### src/rtl/i2c_ss_pkg.sv
package i2c_ss_pkg;

    localparam int BYTE_W = 8;
    localparam int CNT_W  = $clog2(BYTE_W + 1);

    localparam logic [1:0] REG_DATA = 2'd0;
    localparam logic [1:0] REG_CTRL = 2'd1;
    localparam logic [1:0] REG_STAT = 2'd2;

    localparam int STAT_RXACK = 0;
    localparam int STAT_MATCH = 1;
    localparam int STAT_IRQ   = 2;

    typedef enum logic [2:0] {
        ST_IDLE,
        ST_ADDR,
        ST_ADDR_ACK,
        ST_HOLD,
        ST_RX_BITS,
        ST_RX_ACK,
        ST_TX_BITS,
        ST_TX_ACK
    } eng_state_e;

    typedef struct packed {
        eng_state_e        st;
        logic              skip;
        logic [BYTE_W-1:0] sh;
        logic [CNT_W-1:0]  cnt;
        logic              sda_oe;
    } eng_regs_t;

    typedef struct packed {
        logic [BYTE_W-1:0] data;
        logic              tx_mode;
        logic              rxack;
        logic              amatch;
        logic              irq;
    } host_regs_t;

    typedef struct packed {
        logic scl;
        logic sda;
    } line_regs_t;

endpackage

### src/rtl/i2c_ss_line_mon.sv
module i2c_ss_line_mon (
    input  logic clk,
    input  logic rst_n,
    input  logic scl_i,
    input  logic sda_i,
    output logic scl_rise_o,
    output logic scl_fall_o,
    output logic start_o,
    output logic stop_o
);
    import i2c_ss_pkg::*;

    line_regs_t lm_d, lm_q;

    always_comb begin
        lm_d.scl   = scl_i;
        lm_d.sda   = sda_i;
        scl_rise_o = !lm_q.scl && scl_i;
        scl_fall_o = lm_q.scl && !scl_i;
        start_o    = lm_q.scl && scl_i && lm_q.sda && !sda_i;
        stop_o     = lm_q.scl && scl_i && !lm_q.sda && sda_i;
    end

    always_ff @(posedge clk or negedge rst_n) begin
        if (!rst_n) begin
            lm_q <= '{scl: 1'b1, sda: 1'b1};
        end else begin
            lm_q <= lm_d;
        end
    end

    // A bus condition is only seen while the clock line is high on both samples.
    assert_cond_needs_scl_high_R11: assert property (@(posedge clk) disable iff (!rst_n)
        (start_o || stop_o) |-> (scl_i && $past(scl_i)));

endmodule

### src/rtl/i2c_ss_engine.sv
module i2c_ss_engine #(
    parameter int               ADDR_W   = 7,
    parameter logic [ADDR_W-1:0] OWN_ADDR = 7'h42
) (
    input  logic                          clk,
    input  logic                          rst_n,
    input  logic                          sda_i,
    input  logic                          scl_i,
    input  logic                          scl_rise_i,
    input  logic                          scl_fall_i,
    input  logic                          start_i,
    input  logic                          stop_i,
    input  logic                          tx_mode_i,
    input  logic                          data_wr_i,
    input  logic                          data_rd_i,
    input  logic [i2c_ss_pkg::BYTE_W-1:0] wdata_i,
    output logic                          scl_oe_o,
    output logic                          sda_oe_o,
    output logic                          ev_addr_o,
    output logic                          ev_rw_o,
    output logic                          ev_rx_o,
    output logic [i2c_ss_pkg::BYTE_W-1:0] rx_byte_o,
    output logic                          ev_ack_o,
    output logic                          ack_bit_o,
    output logic                          ev_end_o,
    output logic                          ev_idle_o
);
    import i2c_ss_pkg::*;

    localparam logic [CNT_W-1:0] LAST_BIT = CNT_W'(BYTE_W);

    eng_regs_t en_d, en_q;
    logic      addr_hit;

    assign addr_hit  = (en_q.sh[BYTE_W-1 -: ADDR_W] == OWN_ADDR);
    assign scl_oe_o  = (en_q.st == ST_HOLD);
    assign sda_oe_o  = en_q.sda_oe;
    assign rx_byte_o = en_q.sh;
    assign ev_rw_o   = en_q.sh[0];
    assign ack_bit_o = sda_i;

    always_comb begin
        en_d      = en_q;
        ev_addr_o = 1'b0;
        ev_rx_o   = 1'b0;
        ev_ack_o  = 1'b0;
        ev_end_o  = 1'b0;
        ev_idle_o = 1'b0;
        if (stop_i) begin
            en_d.st     = ST_IDLE;
            en_d.sda_oe = 1'b0;
            ev_idle_o   = 1'b1;
        end else if (start_i) begin
            en_d.st     = ST_ADDR;
            en_d.skip   = 1'b0;
            en_d.cnt    = '0;
            en_d.sda_oe = 1'b0;
            ev_idle_o   = 1'b1;
        end else begin
            unique case (en_q.st)
                ST_IDLE: begin
                end
                ST_ADDR: begin
                    if (en_q.skip) begin
                        en_d.st = ST_ADDR;
                    end else if (scl_rise_i) begin
                        en_d.sh  = {en_q.sh[BYTE_W-2:0], sda_i};
                        en_d.cnt = en_q.cnt + 1'b1;
                    end else if (scl_fall_i && en_q.cnt == LAST_BIT) begin
                        if (addr_hit) begin
                            en_d.st     = ST_ADDR_ACK;
                            en_d.sda_oe = 1'b1;
                        end else begin
                            en_d.skip = 1'b1;
                        end
                    end
                end
                ST_ADDR_ACK: begin
                    if (scl_fall_i) begin
                        en_d.sda_oe = 1'b0;
                        en_d.st     = ST_HOLD;
                        ev_addr_o   = 1'b1;
                        ev_end_o    = 1'b1;
                    end
                end
                ST_HOLD: begin
                    if (tx_mode_i && data_wr_i) begin
                        en_d.sh     = wdata_i;
                        en_d.sda_oe = !wdata_i[BYTE_W-1];
                        en_d.cnt    = '0;
                        en_d.st     = ST_TX_BITS;
                    end else if (!tx_mode_i && data_rd_i) begin
                        en_d.cnt = '0;
                        en_d.st  = ST_RX_BITS;
                    end
                end
                ST_RX_BITS: begin
                    if (scl_rise_i) begin
                        en_d.sh  = {en_q.sh[BYTE_W-2:0], sda_i};
                        en_d.cnt = en_q.cnt + 1'b1;
                    end else if (scl_fall_i && en_q.cnt == LAST_BIT) begin
                        ev_rx_o     = 1'b1;
                        en_d.sda_oe = 1'b1;
                        en_d.st     = ST_RX_ACK;
                    end
                end
                ST_RX_ACK: begin
                    if (scl_fall_i) begin
                        en_d.sda_oe = 1'b0;
                        en_d.st     = ST_HOLD;
                        ev_end_o    = 1'b1;
                    end
                end
                ST_TX_BITS: begin
                    if (scl_rise_i) begin
                        en_d.cnt = en_q.cnt + 1'b1;
                    end else if (scl_fall_i) begin
                        if (en_q.cnt == LAST_BIT) begin
                            en_d.sda_oe = 1'b0;
                            en_d.st     = ST_TX_ACK;
                        end else begin
                            en_d.sh     = {en_q.sh[BYTE_W-2:0], 1'b0};
                            en_d.sda_oe = !en_q.sh[BYTE_W-2];
                        end
                    end
                end
                ST_TX_ACK: begin
                    if (scl_rise_i) begin
                        ev_ack_o = 1'b1;
                    end else if (scl_fall_i) begin
                        en_d.st  = ST_HOLD;
                        ev_end_o = 1'b1;
                    end
                end
                default: en_d.st = ST_IDLE;
            endcase
        end
    end

    always_ff @(posedge clk or negedge rst_n) begin
        if (!rst_n) begin
            en_q <= '{st: ST_IDLE, skip: 1'b0, sh: '0, cnt: '0, sda_oe: 1'b0};
        end else begin
            en_q <= en_d;
        end
    end

    assert_rx_wrong_access_R5: assert property (@(posedge clk) disable iff (!rst_n)
        (en_q.st == ST_HOLD && !tx_mode_i && !data_rd_i) |=> scl_oe_o);

    assert_tx_wrong_access_R6: assert property (@(posedge clk) disable iff (!rst_n)
        (en_q.st == ST_HOLD && tx_mode_i && !data_wr_i) |=> scl_oe_o);

    // SDA is only pulled low while the clock line is low.
    assert_sda_low_scl_low_R7: assert property (@(posedge clk) disable iff (!rst_n)
        $rose(sda_oe_o) |-> !scl_i);

    assert_stop_to_idle_R11: assert property (@(posedge clk) disable iff (!rst_n)
        stop_i |=> (!scl_oe_o && !sda_oe_o && en_q.st == ST_IDLE));

    assert_mismatch_silent_R2: assert property (@(posedge clk) disable iff (!rst_n)
        en_q.skip |-> (!sda_oe_o && !scl_oe_o));

endmodule

### src/rtl/i2c_ss_hostif.sv
module i2c_ss_hostif #(
    parameter int REG_AW = 2
) (
    input  logic                          clk,
    input  logic                          rst_n,
    input  logic                          host_wr_i,
    input  logic                          host_rd_i,
    input  logic [REG_AW-1:0]             host_addr_i,
    input  logic [i2c_ss_pkg::BYTE_W-1:0] host_wdata_i,
    output logic [i2c_ss_pkg::BYTE_W-1:0] host_rdata_o,
    output logic                          irq_o,
    output logic                          tx_mode_o,
    output logic                          data_wr_o,
    output logic                          data_rd_o,
    input  logic                          ev_addr_i,
    input  logic                          ev_rw_i,
    input  logic                          ev_rx_i,
    input  logic [i2c_ss_pkg::BYTE_W-1:0] rx_byte_i,
    input  logic                          ev_ack_i,
    input  logic                          ack_bit_i,
    input  logic                          ev_end_i,
    input  logic                          ev_idle_i
);
    import i2c_ss_pkg::*;

    host_regs_t hr_d, hr_q;
    logic       sel_data, sel_ctrl, sel_stat;
    logic       stat_clr;

    assign sel_data  = (host_addr_i == REG_AW'(REG_DATA));
    assign sel_ctrl  = (host_addr_i == REG_AW'(REG_CTRL));
    assign sel_stat  = (host_addr_i == REG_AW'(REG_STAT));
    assign data_wr_o = host_wr_i && sel_data;
    assign data_rd_o = host_rd_i && sel_data;
    assign stat_clr  = host_wr_i && sel_stat && host_wdata_i[STAT_IRQ];
    assign irq_o     = hr_q.irq;
    assign tx_mode_o = hr_q.tx_mode;

    always_comb begin
        hr_d = hr_q;
        if (data_wr_o) hr_d.data = host_wdata_i;
        if (host_wr_i && sel_ctrl) hr_d.tx_mode = host_wdata_i[0];
        if (stat_clr) hr_d.irq = 1'b0;
        if (ev_addr_i) begin
            hr_d.tx_mode = ev_rw_i;
            hr_d.amatch  = 1'b1;
        end
        if (ev_idle_i) hr_d.amatch = 1'b0;
        if (ev_rx_i) hr_d.data = rx_byte_i;
        if (ev_ack_i) hr_d.rxack = ack_bit_i;
        if (ev_end_i) hr_d.irq = 1'b1;
    end

    always_comb begin
        host_rdata_o = '0;
        if (sel_data) begin
            host_rdata_o = hr_q.data;
        end else if (sel_ctrl) begin
            host_rdata_o[0] = hr_q.tx_mode;
        end else if (sel_stat) begin
            host_rdata_o[STAT_RXACK] = hr_q.rxack;
            host_rdata_o[STAT_MATCH] = hr_q.amatch;
            host_rdata_o[STAT_IRQ]   = hr_q.irq;
        end
    end

    always_ff @(posedge clk or negedge rst_n) begin
        if (!rst_n) begin
            hr_q <= '0;
        end else begin
            hr_q <= hr_d;
        end
    end

    assert_irq_from_byte_end_R4: assert property (@(posedge clk) disable iff (!rst_n)
        $rose(irq_o) |-> $past(ev_end_i));

    assert_irq_w1c_R10: assert property (@(posedge clk) disable iff (!rst_n)
        (stat_clr && !ev_end_i) |=> !irq_o);

    assert_rxack_only_on_ack_R8: assert property (@(posedge clk) disable iff (!rst_n)
        !ev_ack_i |=> $stable(hr_q.rxack));

endmodule

### src/rtl/i2c_stretch_slave.sv
module i2c_stretch_slave #(
    parameter int                ADDR_W   = 7,
    parameter logic [ADDR_W-1:0] OWN_ADDR = 7'h42,
    parameter int                REG_AW   = 2
) (
    input  logic              clk,
    input  logic              rst_n,
    input  logic              scl_i,
    input  logic              sda_i,
    output logic              scl_oe_o,
    output logic              sda_oe_o,
    input  logic              host_wr_i,
    input  logic              host_rd_i,
    input  logic [REG_AW-1:0] host_addr_i,
    input  logic [7:0]        host_wdata_i,
    output logic [7:0]        host_rdata_o,
    output logic              irq_o
);
    import i2c_ss_pkg::*;

    logic              scl_rise, scl_fall, cond_start, cond_stop;
    logic              tx_mode, data_wr, data_rd;
    logic              ev_addr, ev_rw, ev_rx, ev_ack, ack_bit, ev_end, ev_idle;
    logic [BYTE_W-1:0] rx_byte;

    i2c_ss_line_mon u_line (
        .clk        (clk),
        .rst_n      (rst_n),
        .scl_i      (scl_i),
        .sda_i      (sda_i),
        .scl_rise_o (scl_rise),
        .scl_fall_o (scl_fall),
        .start_o    (cond_start),
        .stop_o     (cond_stop)
    );

    i2c_ss_engine #(
        .ADDR_W   (ADDR_W),
        .OWN_ADDR (OWN_ADDR)
    ) u_eng (
        .clk        (clk),
        .rst_n      (rst_n),
        .sda_i      (sda_i),
        .scl_i      (scl_i),
        .scl_rise_i (scl_rise),
        .scl_fall_i (scl_fall),
        .start_i    (cond_start),
        .stop_i     (cond_stop),
        .tx_mode_i  (tx_mode),
        .data_wr_i  (data_wr),
        .data_rd_i  (data_rd),
        .wdata_i    (host_wdata_i),
        .scl_oe_o   (scl_oe_o),
        .sda_oe_o   (sda_oe_o),
        .ev_addr_o  (ev_addr),
        .ev_rw_o    (ev_rw),
        .ev_rx_o    (ev_rx),
        .rx_byte_o  (rx_byte),
        .ev_ack_o   (ev_ack),
        .ack_bit_o  (ack_bit),
        .ev_end_o   (ev_end),
        .ev_idle_o  (ev_idle)
    );

    i2c_ss_hostif #(
        .REG_AW (REG_AW)
    ) u_host (
        .clk          (clk),
        .rst_n        (rst_n),
        .host_wr_i    (host_wr_i),
        .host_rd_i    (host_rd_i),
        .host_addr_i  (host_addr_i),
        .host_wdata_i (host_wdata_i),
        .host_rdata_o (host_rdata_o),
        .irq_o        (irq_o),
        .tx_mode_o    (tx_mode),
        .data_wr_o    (data_wr),
        .data_rd_o    (data_rd),
        .ev_addr_i    (ev_addr),
        .ev_rw_i      (ev_rw),
        .ev_rx_i      (ev_rx),
        .rx_byte_i    (rx_byte),
        .ev_ack_i     (ev_ack),
        .ack_bit_i    (ack_bit),
        .ev_end_i     (ev_end),
        .ev_idle_i    (ev_idle)
    );

endmodule

### config.mk
export PLATFORM = sky130hd
export DESIGN_NAME = i2c_stretch_slave
export DESIGN_NICKNAME = d
export VERILOG_FILES = /design/src/rtl/i2c_ss_pkg.sv /design/src/rtl/i2c_ss_line_mon.sv /design/src/rtl/i2c_ss_engine.sv /design/src/rtl/i2c_ss_hostif.sv /design/src/rtl/i2c_stretch_slave.sv
export SDC_FILE = /design/constraint.sdc
export NUM_CORES = 1
export LEC_CHECK = 0
export ABC_AREA = 1
export BUFFER_PORTS_ARGS = -buffer_cell sky130_fd_sc_hd__buf_2
export CAP_MARGIN = 20
export CORE_MARGIN = 2
export CORE_UTILIZATION = 50
export CTS_CLUSTER_SIZE = 12
export DETAILED_ROUTE_END_ITERATION = 12
export GPL_TIMING_DRIVEN = 0
export PLACE_DENSITY = 0.7
export SLEW_MARGIN = 20
export SYNTH_ARGS = -nofsm -noshare
export SYNTH_HDL_FRONTEND = slang
export SYNTH_SLANG_ARGS = --single-unit
export TNS_END_PERCENT = 5
### constraint.sdc
create_clock -name clk -period 1.9 [get_ports clk]
set_input_delay 0.095 -clock clk [delete_from_list [all_inputs] [get_ports clk]]
set_output_delay 0.095 -clock clk [all_outputs]
set_load 0.005 [all_outputs]
==> results of run 1 <==
flip-flops by register name (all words and copies together) (netlist names):
register	cells
u_host.irq_o	1
u_host.hr_q	10
u_eng.sda_oe_o	1
u_host.tx_mode_o	1
u_eng.en_q	8
u_eng.rx_byte_o	8
u_line.lm_q	2
layout make-up:
cell class | instances | area [um^2]
Fill cell | 463 | 1920
Sequential cell | 31 | 778
Multi-Input combinational cell | 271 | 1420
Buffer | 10 | 92.6
Timing Repair Buffer | 29 | 160
Tap cell | 54 | 67.6
Clock inverter | 1 | 5.00
Inverter | 44 | 171
Clock buffer | 7 | 76.3
worst register-to-register path, cell delays in order, from the launching register on:
cell,delay [ns]
dfrtp_1,0.44
inv_1,0.08
ha_1,0.14
nand2_1,0.08
nor2_4,0.19
nand2_4,0.10
inv_2,0.08
nand2_2,0.13
buf_6,0.19
nand3_1,0.07
o221ai_1,0.11
per-stage QoR:
step | cell area [um^2] | std cells | setup slack [ns] | power, mW
6_report | 2770 | 447 | 0.137 | 3.85
5_1_grt | 2770 | 447 | 0.000969 | 4.21
4_1_cts | 2740 | 447 | 0.0386 | 3.81
3_5_place_dp | 2620 | 436 | 0.0636 | 3.29
3_3_place_gp | 2620 | 436 | 0.0755 | 3.26
2_1_floorplan | 2430 | 356 | 0.342 | 2.78
power breakdown:
part           total [mW]  switching (mW)  leakage [nW]  internal [mW]
clock network       0.511           0.254        0.0422          0.257
registers            1.08           0.178         0.380          0.906
logic                2.26            1.44         0.973          0.820
worst paths after layout:
path                                 endpoint  slack (ns)  cells after the start
max in group asynchronous      u_host.hr_q[2]        1.01                      2
min                            u_host.hr_q[8]        0.08                      3
max reg2reg                    u_host.hr_q[5]        0.14                     10
max                            u_host.hr_q[5]        0.14                     10
min reg2reg                    u_eng.sda_oe_o        0.47                      2
min in group asynchronous  u_eng.rx_byte_o[5]        0.41                      2
repair_timing:
item / in CTS / in global routing
hold buffers: 3 / 0
endpoints found under the hold margin: 31 / 0
resized for setup: 0 / 10
setup endpoints to repair: 0 / 11
synthesized netlist by cell type:
cell type   n  area share [%]
nand2_1    93              14
nand3_1    41             8.5
inv_1      40             6.2
nor2_1     38             5.9
dfrtp_1    29              30
o21ai_0    22             4.5
a21oi_1    12             2.5
o221ai_1    8             2.9
a31oi_1     7             1.8
nand2_2     7             1.8
nor2_2      7             1.8
buf_6       6             2.8
nor2_4      6             2.8
nand4_1     4             1.0
o21ai_1     4            0.83
buf_2       3            0.62
nor3_1      3            0.62
xor2_1      3             1.1
a22oi_1     2            0.62
dfstp_2     2             2.2
ha_1        2             1.0
inv_2       2            0.31
nand2_4     2            0.93
o21ai_4     2             1.3
o22ai_1     2            0.52
a22o_1      1            0.36
a41oi_1     1            0.36
clkbuf_1    1            0.15
clkinv_2    1            0.21
inv_6       1            0.36
nand2b_2    1            0.36
nand3_4     1            0.72
o211ai_1    1            0.31
o21ai_2     1            0.36
metal layers:
layer  track usage, %  vias up  wire [um]
met2             41.0       73       3120
met1             35.8     1168       3080
met4             8.69        0         72
met5                0        -          0
li1                 -     1251          -
met3             5.21        6        366
cells by family after synthesis:
kind of cell / share of synthesized area, %
XOR/XNOR: 1.08
buffers and inverters: 10.6
AND/OR/NAND/NOR: 38.8
AO/OA/AOI/OAI: 16.4
flip-flops: 32.1
adder cells (fa/ha/maj): 1.03
==> metrics.txt, run 1 <==
leak pwr 1.40 nW; clock tree from TritonCTS done; post-synthesis sequential area ratio 32.1%; CTS Root Buffer Type clkbuf_8; GRT overflow 0; Pre-antenna DRT Iters 4; CP max stage cell dfrtp_1; TritonCTS Buffers 5; Die Area 5430 um^2; Rows 25; Tmin final 1.76 ns; hpwl dp 4840 um; f_max 567 MHz; layout overhead on the synthesized area 14.1%; VDD IR max 0.000660 V; initial drt markers 166; type of the tightest min-delay check input pin to flop; Max H-tree Level 2; Initial Util 51.7%; Sink Count 31; delay-heaviest family, CP simple AND/OR/NAND/NOR gates; Avg Cell Area, Syn approximately 6.8 um^2; Worst Max-Slew Pin Slew 0.740 ns; status finished, final reports clean; Core Util, Final between 50 and 60%; post-synthesis net count between 300 and 400; post-route ant nets 0; critical path arrival between 1.5 and 2 ns; WHS between 0.07 and 0.08 ns; Post-Syn Area 2430 um^2; n_diodes 0; Crit Path Max Fanout 10; unrepaired setup endpoints after global routing yes; Max-Cap Viols 0; Buf+Inv Stages, Crit Path 3; Post-Syn Instances 356; largest net degree at the start of global routing 32; initial antenna violation count 0; global-route wire length before repair 10800 um; CP endpoint kind flop; routed len/inst 14.8 um; Core Area 4690 um^2; number of global-route vias before repair between 2k and 2.5k; clk_skew ~0.0045 ns; Hold Fails Final Rpt 0; gr usage total 26.1%; Clock Pin Slew Worst Setup and Hold Paths 0.07 ns; commonest non-fill, non-tap cell in the layout nand2_1; most frequent cells in the layout 91 x nand2_1, 41 x nand3_1, 40 x inv_1; setup_tns 0 ns; clock buffer depth 2; final layout net count 410; post-synth cell types 34; worst-skew pair later-pin latency 0.28 ns; synthesis-stage register bit count 31; Ys Warns 0; DR vias between 2k and 2.5k; Setup CP Type flop to flop; worst r2r src u_eng.en_q[1]; RePlAce Congestion 0.909; Final period util 92.8%; crit path cell chain inv_1, ha_1, nand2_1, nor2_4, nand2_4, inv_2, nand2_2, buf_6, nand3_1, o221ai_1; Routed WL 6640 um; Finish-stage setup viols 0; hold path startpoint host_wdata_i[4]; Die Span X 73.7 um; PwrDens around 1400 nW/um^2; routed vias/inst 5.59; share of post-route cells with drive strength above 1 19.6%; # Post-CTS Setup Buffers 0; slew margin rel. between 50 and 60%; I/O Buffers 26; fin. max-slew vios 0; chip height ~74 um; DRC 0; # IOs 27; CP startpoint u_eng.en_q[1]; Worst setup SP type flop; Worst EP required 2.05 ns; crit-path max cell delay ~0.44 ns
Note: power is estimated with default switching activity, not from simulation.
==> run 2: changes to the inputs <==
--- a/config.mk
+++ b/config.mk
@@ -5,7 +5,6 @@
 export SDC_FILE = /design/constraint.sdc
 export NUM_CORES = 1
 export LEC_CHECK = 0
-export ABC_AREA = 1
 export BUFFER_PORTS_ARGS = -buffer_cell sky130_fd_sc_hd__buf_2
 export CAP_MARGIN = 20
 export CORE_MARGIN = 2
@@ -13,7 +12,7 @@
 export CTS_CLUSTER_SIZE = 12
 export DETAILED_ROUTE_END_ITERATION = 12
 export GPL_TIMING_DRIVEN = 0
-export PLACE_DENSITY = 0.7
+export PLACE_DENSITY = 0.71
 export SLEW_MARGIN = 20
 export SYNTH_ARGS = -nofsm -noshare
 export SYNTH_HDL_FRONTEND = slang
==> metrics.txt, run 2 <==
Largest register FFs 10; Worst setup SP type flop; number of global-route vias before repair 1684; CP max stage cell dfrtp_1; slew margin rel. around half; # IOs 27; critical path arrival 2.02 ns; GRT overflow 0; share of post-route cells with drive strength above 1 31.8%; type of the tightest min-delay check input pin to flop; post-synthesis sequential area ratio 37.8%; dominant synthesized flop cell dfrtp_1; worst reg2reg setup slack 0.04 ns; Initial Util 51.8%; Avg Cell Area, Syn 9.31 um^2; initial antenna violation count 0; combinational share of power between 20% and 30%; fin area 2570 um^2; Compound-Gate Fraction of Synth Area between 20% and 30%; Placement Cell Area ~2200 um^2; post-route insts no fill about 320; clock tree from TritonCTS done; initial drt markers 136; post-route ant nets 0; CTS Root Buffer Type clkbuf_8; Crit Path Max Fanout 5; Internal Power 1.59 mW; synthesis-stage register bit count 31; post-synthesis mux area share 8.51%; Synth async-reset ratio 100%; gr usage total 23.1%; Routed WL 5370 um; delay-heaviest family, CP compound AO/OA/AOI/OAI gates; fin. max-slew vios 0; Die Area approximately 4600 um^2; post-synthesis net count 239; Synth area leader dfrtp_1; Max-Cap Viols 0; clock buffer depth 2; Die Span X 68.2 um; Post-Syn Instances 221; largest net degree at the start of global routing 32; Pre-antenna DRT Iters 4; RePlAce Congestion 0.956; Clock Pin Slew Worst Setup and Hold Paths 0.07 ns; I/O Buffers 24; fillers 332; Worst Max-Slew Pin Slew 0.725 ns; Reg power frac 40.8%; post-synth cell types 59; fraction of power consumed by the clock network between 20% and 30%; Core Area between 3000 and 4000 um^2; XOR/XNOR share of the synthesized area less than 1%; n_diodes 0; status finished, final reports clean; Setup CP Type flop to flop; Final period util 97.8%; global-route wire length before repair ~7900 um; area share of and/or/nand/nor cells after synthesis 21.2%; top cell type's share of synthesized area 35.3%; Switching Share 31.4%; post-placement cell count about 300; crit path cell chain inv_2, ha_2, and3b_2, nand2_2, o2111ai_1, o211a_1, mux2_1; Biggest register u_host.hr_q; commonest non-fill, non-tap cell in the layout dfrtp_1; Hold Fails Final Rpt 0; Post-synth EDFFs 0; main area contributors after synthesis dfrtp_1 35%, a22o_1 6.8%, mux2i_1 6.3%; Post-Syn Area 2060 um^2; f_max 538 MHz; most frequent cells in the layout 28 x dfrtp_1, 27 x buf_2, 20 x nand2_1; Ys Warns 0; most instantiated library cell after synthesis dfrtp_1; Rows 23; Post-synth top cells 29 x dfrtp_1, 21 x nand2_1, 16 x a22o_1, 14 x o21ai_0, 13 x mux2i_1; Max H-tree Level 2; Worst EP required between 2 and 2.5 ns; Sink Count 31; VDD IR max 0.000451 V; Finish-stage setup viols 0; Core Util, Final 64.7%; chip height a little under 70 um; worst-skew pair later-pin latency 0.29 ns; Synth Area in Adders 1.22%; Psw approximately 0.73 mW; crit-path max cell delay roughly 0.40 ns; Buf+Inv Stages, Crit Path 1; final layout net count 284; CP endpoint kind flop; Pwr Total 2.33 mW; DRC 0; leak pwr about 1.2 nW; TritonCTS Buffers 5; Tmin final 1.86 ns; routed vias/inst 6.03; PwrDens 905 nW/um^2; clk_skew approximately 0.007 ns; DR vias between 1.5k and 2k; layout overhead on the synthesized area 24.9%; main combinational cell family by area after synthesis compound AO/OA/AOI/OAI gates; setup_tns 0 ns; hpwl dp 3500 um; routed len/inst 16.9 um
[run 2: cell count changes in the layout (fill, tap and decap cells not counted), sizes merged, moves of 5 or more]
cell,previous run,this run
a31oi,7,2
o21ai,29,16
o221ai,8,0
nand2b,1,7
nor2b,0,5
nor2,51,11
inv,43,8
nand2,102,21
a22o,1,16
mux2i,0,13
nand3,42,9
buf,35,47
and2,0,6
[run 2: area by class of cell]
type	instances	area [um^2]	area share (%)
Multi-Input combinational cell	166	1230	47.9
Sequential cell	31	779	30.3
Timing Repair Buffer	38	233	9.06
Buffer	16	116	4.53
Clock buffer	6	82.6	3.21
Tap cell	50	62.6	2.43
Clock inverter	2	35.0	1.36
Inverter	8	30.0	1.17
[run 2: per-layer routing]
layer / GRT usage, % / part of all wire, % / wire length [um]
met5: 0 / 0 / 0
met4: 8.00 / 2.0 / 106
met3: 5.10 / 6.1 / 326
met2: 37.5 / 46 / 2480
met1: 30.2 / 46 / 2460
[run 2: what timing repair did]
item / in CTS / in global routing
hold endpoints to repair: 31 / 0
gates resized for setup: 7 / 16
hold buffers: 3 / 0
pin swaps: 1 / 12
buffers inserted: 2 / 9
endpoints found under the setup margin: 20 / 22
gates cloned: 0 / 0
[run 2: power groups by stage]
| stage | clock (mW) | sequential (mW) | combinational (mW) |
|---|---|---|---|
| 5_1_grt | 0.725 | 0.972 | 0.770 |
| 4_1_cts | 0.695 | 0.944 | 0.629 |
| 3_3_place_gp | 0 | 0.960 | 0.571 |
| 2_1_floorplan | 0 | 0.930 | 0.428 |
| 3_5_place_dp | 0 | 0.968 | 0.579 |
| 6_report | 0.683 | 0.948 | 0.694 |
[run 2: cells by family (layout without fill, tap and decap cells)]
kind of cell               Yosys count  in the layout
AOI/OAI and AO/OA                   67             67
xor gates and xnor gates             2              2
adders and majority gates            2              2
buffers and inverters               24             70
DFF                                 31             31
muxes                               17             17
and+or+nand+nor                     78             78
[run 2: worst paths after layout]
kind                                  from              to  depth (start not counted)
max                          u_eng.en_q[2]  u_eng.en_q[15]                          7
min                        host_wdata_i[5]  u_host.hr_q[9]                          3
max reg2reg                  u_eng.en_q[2]  u_eng.en_q[15]                          7
min reg2reg                 u_host.hr_q[1]  u_host.hr_q[1]                          2
max in group asynchronous            rst_n  u_eng.en_q[14]                          2
min in group asynchronous            rst_n  u_host.hr_q[5]                          2
[run 2: worst reg2reg max path: stages (launching register included)]
cell and delay (ns):
dfrtp_1 0.40, inv_2 0.06, ha_2 0.16, and3b_2 0.26
nand2_2 0.11, o2111ai_1 0.19, o211a_1 0.22, mux2_1 0.34
[run 2: stage by stage]
stage | worst slack [ns] | hold WS [ns]
6_report | 0.0424 | 0.115
5_1_grt | -0.0260 | 0.126
4_1_cts | -0.0439 | 0.123
3_5_place_dp | -0.174 | 0.194
3_3_place_gp | -0.169 | 0.186
2_1_floorplan | 0.0394 | -0.201
